### src/rtl/mulstep_pkg.sv
package mulstep_pkg;
  typedef struct packed {
    logic n;
    logic z;
    logic v;
    logic c;
  } mulstep_flags_t;
endpackage

### src/rtl/mulstep_operand.sv
module mulstep_operand #(
  parameter int W     = 32,
  parameter int IMM_W = 13
) (
  input  logic [W-1:0]     rs1_val,
  input  logic [W-1:0]     rs2_val,
  input  logic             imm_sel,
  input  logic [IMM_W-1:0] imm13,
  input  logic             flag_n_in,
  input  logic             flag_v_in,
  input  logic             y_lsb,
  output logic [W-1:0]     shifted,
  output logic [W-1:0]     addend
);
  localparam int EXT_W = W - IMM_W;

  logic [W-1:0] mcand;

  always_comb begin
    mcand   = imm_sel ? {{EXT_W{imm13[IMM_W-1]}}, imm13} : rs2_val;
    shifted = {flag_n_in ^ flag_v_in, rs1_val[W-1:1]};
    addend  = y_lsb ? mcand : '0;
  end
endmodule

### src/rtl/mulstep_adder.sv
module mulstep_adder
  import mulstep_pkg::*;
#(
  parameter int W = 32
) (
  input  logic [W-1:0]   a,
  input  logic [W-1:0]   b,
  output logic [W-1:0]   sum,
  output mulstep_flags_t flags
);
  logic [W:0] wide;

  always_comb begin
    wide    = {1'b0, a} + {1'b0, b};
    sum     = wide[W-1:0];
    flags.n = wide[W-1];
    flags.z = (wide[W-1:0] == '0);
    flags.v = (a[W-1] == b[W-1]) && (wide[W-1] != a[W-1]);
    flags.c = wide[W];
  end
endmodule

### src/rtl/mulstep_yreg.sv
module mulstep_yreg #(
  parameter int W = 32
) (
  input  logic         clk,
  input  logic         rst,
  input  logic         step_en,
  input  logic         rs1_lsb,
  input  logic         y_load,
  input  logic [W-1:0] y_load_val,
  output logic [W-1:0] y
);
  always_ff @(posedge clk) begin
    if (rst)          y <= '0;
    else if (step_en) y <= {rs1_lsb, y[W-1:1]};
    else if (y_load)  y <= y_load_val;
  end

  p_y_shift_r6: assert property (@(posedge clk) disable iff (rst)
    step_en |=> (y[W-2:0] == $past(y[W-1:1])) && (y[W-1] == $past(rs1_lsb)));
  p_y_hold_r7: assert property (@(posedge clk) disable iff (rst)
    (!step_en && !y_load) |=> $stable(y));
  p_y_load_r8: assert property (@(posedge clk) disable iff (rst)
    (y_load && !step_en) |=> (y == $past(y_load_val)));
endmodule

### src/rtl/mulstep_unit.sv
module mulstep_unit
  import mulstep_pkg::*;
#(
  parameter int W     = 32,
  parameter int IMM_W = 13
) (
  input  logic             clk,
  input  logic             rst,
  input  logic             step_en,
  input  logic [W-1:0]     rs1_val,
  input  logic [W-1:0]     rs2_val,
  input  logic             imm_sel,
  input  logic [IMM_W-1:0] imm13,
  input  logic             flag_n_in,
  input  logic             flag_v_in,
  input  logic             y_load,
  input  logic [W-1:0]     y_load_val,
  output logic [W-1:0]     result,
  output logic             flag_n,
  output logic             flag_z,
  output logic             flag_v,
  output logic             flag_c,
  output logic [W-1:0]     y_out,
  output logic             result_valid
);
  logic [W-1:0]   shifted;
  logic [W-1:0]   addend;
  logic [W-1:0]   sum;
  mulstep_flags_t nflags;
  mulstep_flags_t flags_q;

  mulstep_operand #(.W(W), .IMM_W(IMM_W)) operand_i (
    .rs1_val(rs1_val), .rs2_val(rs2_val), .imm_sel(imm_sel), .imm13(imm13),
    .flag_n_in(flag_n_in), .flag_v_in(flag_v_in), .y_lsb(y_out[0]),
    .shifted(shifted), .addend(addend)
  );

  mulstep_adder #(.W(W)) adder_i (
    .a(shifted), .b(addend), .sum(sum), .flags(nflags)
  );

  mulstep_yreg #(.W(W)) yreg_i (
    .clk(clk), .rst(rst), .step_en(step_en), .rs1_lsb(rs1_val[0]),
    .y_load(y_load), .y_load_val(y_load_val), .y(y_out)
  );

  always_ff @(posedge clk) begin
    if (rst) begin
      result       <= '0;
      flags_q      <= '0;
      result_valid <= 1'b0;
    end else begin
      result_valid <= step_en;
      if (step_en) begin
        result  <= sum;
        flags_q <= nflags;
      end
    end
  end

  assign flag_n = flags_q.n;
  assign flag_z = flags_q.z;
  assign flag_v = flags_q.v;
  assign flag_c = flags_q.c;

  p_valid_r9: assert property (@(posedge clk) disable iff (rst)
    step_en |=> result_valid);
  p_valid_pulse_r9: assert property (@(posedge clk) disable iff (rst)
    !step_en |=> !result_valid);
  p_hold_r10: assert property (@(posedge clk) disable iff (rst)
    !step_en |=> ($stable(result) && $stable(flags_q)));
  p_nz_r4: assert property (@(posedge clk) disable iff (rst)
    result_valid |-> ((flag_n == result[W-1]) && (flag_z == (result == '0))));
  p_zero_add_r3: assert property (@(posedge clk) disable iff (rst)
    (step_en && !y_out[0]) |=> (!flag_v && !flag_c));
endmodule

### config.mk
export PLATFORM = sky130hd
export DESIGN_NAME = mulstep_unit
export DESIGN_NICKNAME = d
export VERILOG_FILES = /design/src/rtl/mulstep_pkg.sv /design/src/rtl/mulstep_operand.sv /design/src/rtl/mulstep_adder.sv /design/src/rtl/mulstep_yreg.sv /design/src/rtl/mulstep_unit.sv
export SDC_FILE = /design/constraint.sdc
export NUM_CORES = 1
export LEC_CHECK = 0
export BUFFER_PORTS_ARGS = -buffer_cell sky130_fd_sc_hd__buf_2
export CAP_MARGIN = 20
export CORE_ASPECT_RATIO = 0.5
export CORE_MARGIN = 2
export CORE_UTILIZATION = 51
export DETAILED_ROUTE_END_ITERATION = 8
export GPL_TIMING_DRIVEN = 0
export PLACE_DENSITY = 0.92
export SLEW_MARGIN = 20
export SYNTH_ARGS = -nofsm -noshare
export SYNTH_HDL_FRONTEND = slang
export SYNTH_SLANG_ARGS = --single-unit
### constraint.sdc
create_clock -name clk -period 5.4 [get_ports clk]
set_input_delay 0 -clock clk [delete_from_list [all_inputs] [get_ports clk]]
set_output_delay 0 -clock clk [all_outputs]
set_load 0.03 [all_outputs]
==> impl_metrics.yaml <==
placed_design:
  dp.cells: 1000
  dp_hpwl_um: 12800
  port-buffer-count: 180
  dp_worst_setup_slack_ns: 0.599
  place_congestion: 0.896
timing:
  worstMarginPinSlew_ns: 0.817
  relSlewSlack: 0.455
  worst_slack_ns: 0.657
  period_share: 0.878
  setup_viol: 0
  hold_ws_ns: 0.0410
  fin_setup_tns_ns: 0
  fin_crit_ns: 4.74
  final_max_slew_viol_count: 0
  grt_setup_unrepaired: "no"
  fmax_ghz: 0.211
  fin_skew_ns: 0.00273
  hold_viol_final: 0
drt:
  routed_wl_um: 16600
  drc_errors: 0
  drt_iter0_drc: 429
  vias_per_cell: 5.74
  wl_per_cell_um: 16.4
  vias: 5848
  drtPass1Iterations: 5
  postRouteAntennaNets: 0
grt:
  grt_overflow: 0
  grt_antenna_before_repair: 0
  grt_max_degree: 11
  grt_pass1_vias: 5642
  grtUsageTotal: 0.293
  grt_pass1_wl_um: 26900
clock_network:
  clk_pin_slew_ns: 0.05
  cts_tree: "built"
  clk_path_buf_depth: 2
  htree_levels: 3
  cts_buffers: 9
  cts_setup_buffers: 0
  cts-root-buf: "clkbuf_16"
  clk_latency_ns: 0.33
  cts.sinks: 68
yosys:
  synth_area_um2: 5280
  synth_commonest_cells: "nor2_1, a21oi_1, dfxtp_1"
  synth_edf_count: 0
  yosysWarnings: 0
  synth-seq-cells: 68
  synth.most_common_cell: "nor2_1"
  syn_inst: 680
  synthTopCellsByArea: "dfxtp_1, mux2i_1, nor2_1"
  ys_seq_area_frac: 0.258
  avgSynthCellArea_um2: 7.77
  synthFlopType: "dfxtp_1"
  async_flop_share: 0
  netlist.area_leader.share: 0.258
  synth.distinct_cells: 64
  synth_nets: 829
  yosys.area.top_type: "dfxtp_1"
setup_path:
  start_kind: "flip-flop"
  r2r_start: "yreg_i.y[0]"
  crit_type: "reg -> reg"
  worstPathMaxFanout: 10
  cp-end-kind: "flip-flop"
  r2r_end: "flag_z"
  arrival_ns: 5.00
  reg2reg_slack_ns: 0.66
  reg2regPathDepth: 14
  crit_required_ns: 5.66
layout:
  drive_gt1_frac: 0.236
  multi_input_area_um2: 3700
  nFillCells: 877
  nets: 1022
  fin_util: 0.654
  area_growth_pct: 25.8
  ff_latch_area_um2: 1360
  num_antenna_cells: 0
  stdcell_count: 1018
floorplanning:
  start_util: 0.520
  fp.dieW_um: 148
  fp-row-count: 26
  die_h_um: 76.0
  io_pins: 185
  fp.coreArea_um2: 10100
  dieArea_um2: 11200
worst_hold_path:
  hold_class: "in -> reg"
  min_to: "yreg_i.y[0]"
  min_path_cells: 5
  hold_start: "y_load_val[0]"
job:
  cap_violations: 0
run_status:
  status: "complete, no violations"
pwr:
  p_leak_nw: 3.28
  worst_ir_drop_vdd_mv: 0.175
  p_per_area_nw_per_um2: 228
layout by cell type (no fill, tap or decap), types with 7 or more instances in the layout:
cell,instances
nor2b_1,22
xnor2_1,11
nand3_1,9
nand2_1,35
a21o_1,16
nor2_1,114
nand2b_1,24
dfxtp_1,68
a21boi_0,22
a211oi_1,7
nor3_1,16
o21ai_0,15
clkbuf_16,9
a21oi_1,70
mux2i_1,67
ha_1,32
buf_1,11
xor2_1,8
buf_2,181
clkbuf_1,40
flip-flops by register name, summed over array words and instances, names as in the netlist:
name and count:
flag_c 1, result 32, yreg_i.y 32, flag_z 1, result_valid 1, flag_v 1
cell families (layout without fill, tap and decap cells):
| kind of cell | count (synthesis) | count (layout) | synth area share |
|---|---|---|---|
| compound gates | 178 | 178 | 0.225 |
| buf+inv | 57 | 255 | 0.0424 |
| mux | 69 | 69 | 0.131 |
| simple gates | 256 | 256 | 0.233 |
| xor+xnor | 19 | 19 | 0.0315 |
| flops | 68 | 68 | 0.258 |
| fa+ha+maj | 33 | 33 | 0.0796 |
report_power, final:
| part | total (mW) | leakage, nW | internal (mW) | switching, mW |
|---|---|---|---|---|
| Sequential | 0.556 | 0.559 | 0.534 | 0.0214 |
| Clock | 0.522 | 0.131 | 0.322 | 0.200 |
| Combinational | 0.435 | 2.59 | 0.165 | 0.270 |
stage by stage:
step                      total power, mW  area (µm²)
after floorplan                     0.852        5280
after CTS                            1.51        6640
after detailed placement            0.989        6360
final                                1.51        6640
after global routing                 1.58        6640
after global placement              0.976        6360
worst max-delay path, stage by stage, from the launching register on:
cell      delay (ns)
dfxtp_1         0.53
clkbuf_1        0.49
nor2b_1         0.30
ha_1            0.28
a211oi_2        0.24
o21bai_1        0.15
and3b_1         0.22
clkbuf_2        0.19
o311ai_4        0.44
a31oi_1         0.21
o41a_1          0.49
a221oi_4        0.36
xnor2_1         0.15
or4_1           0.53
o21ai_1         0.08
routing by layer:
metal | GRT usage | up-vias | part of all wire
met5 | 0 | - | 0
met4 | 0.0990 | 0 | 0.026
met3 | 0.0530 | 46 | 0.079
met2 | 0.497 | 269 | 0.46
met1 | 0.377 | 2718 | 0.44
li1 | - | 2815 | -
what timing repair did:
item                                   CTS  global route
hold buffers                             2             0
endpoints found under the hold margin    2             0
resized for setup                        0             0
worst max-delay path by stage:
stage | cells past startpoint | from | to
2_1_floorplan | 16 | imm_sel | flag_z
3_3_place_gp | 16 | imm_sel | flag_z
3_5_place_dp | 16 | imm_sel | flag_z
4_1_cts | 14 | yreg_i.y[0] | flag_z
5_1_grt | 14 | yreg_i.y[0] | flag_z
6_report | 14 | yreg_i.y[0] | flag_z
cell type report:
| class | count | share of cell area |
|---|---|---|
| plain buffers | 51 | 0.0303 |
| clock buffers | 14 | 0.0382 |
| clock inverters | 2 | 0.00151 |
| inverters | 6 | 0.00339 |
| multi-input cells | 555 | 0.557 |
| flip-flops and latches | 68 | 0.205 |
| well taps | 140 | 0.0264 |
| repair buffers | 182 | 0.139 |
No activity file was read; power rests on OpenSTA's default activity.
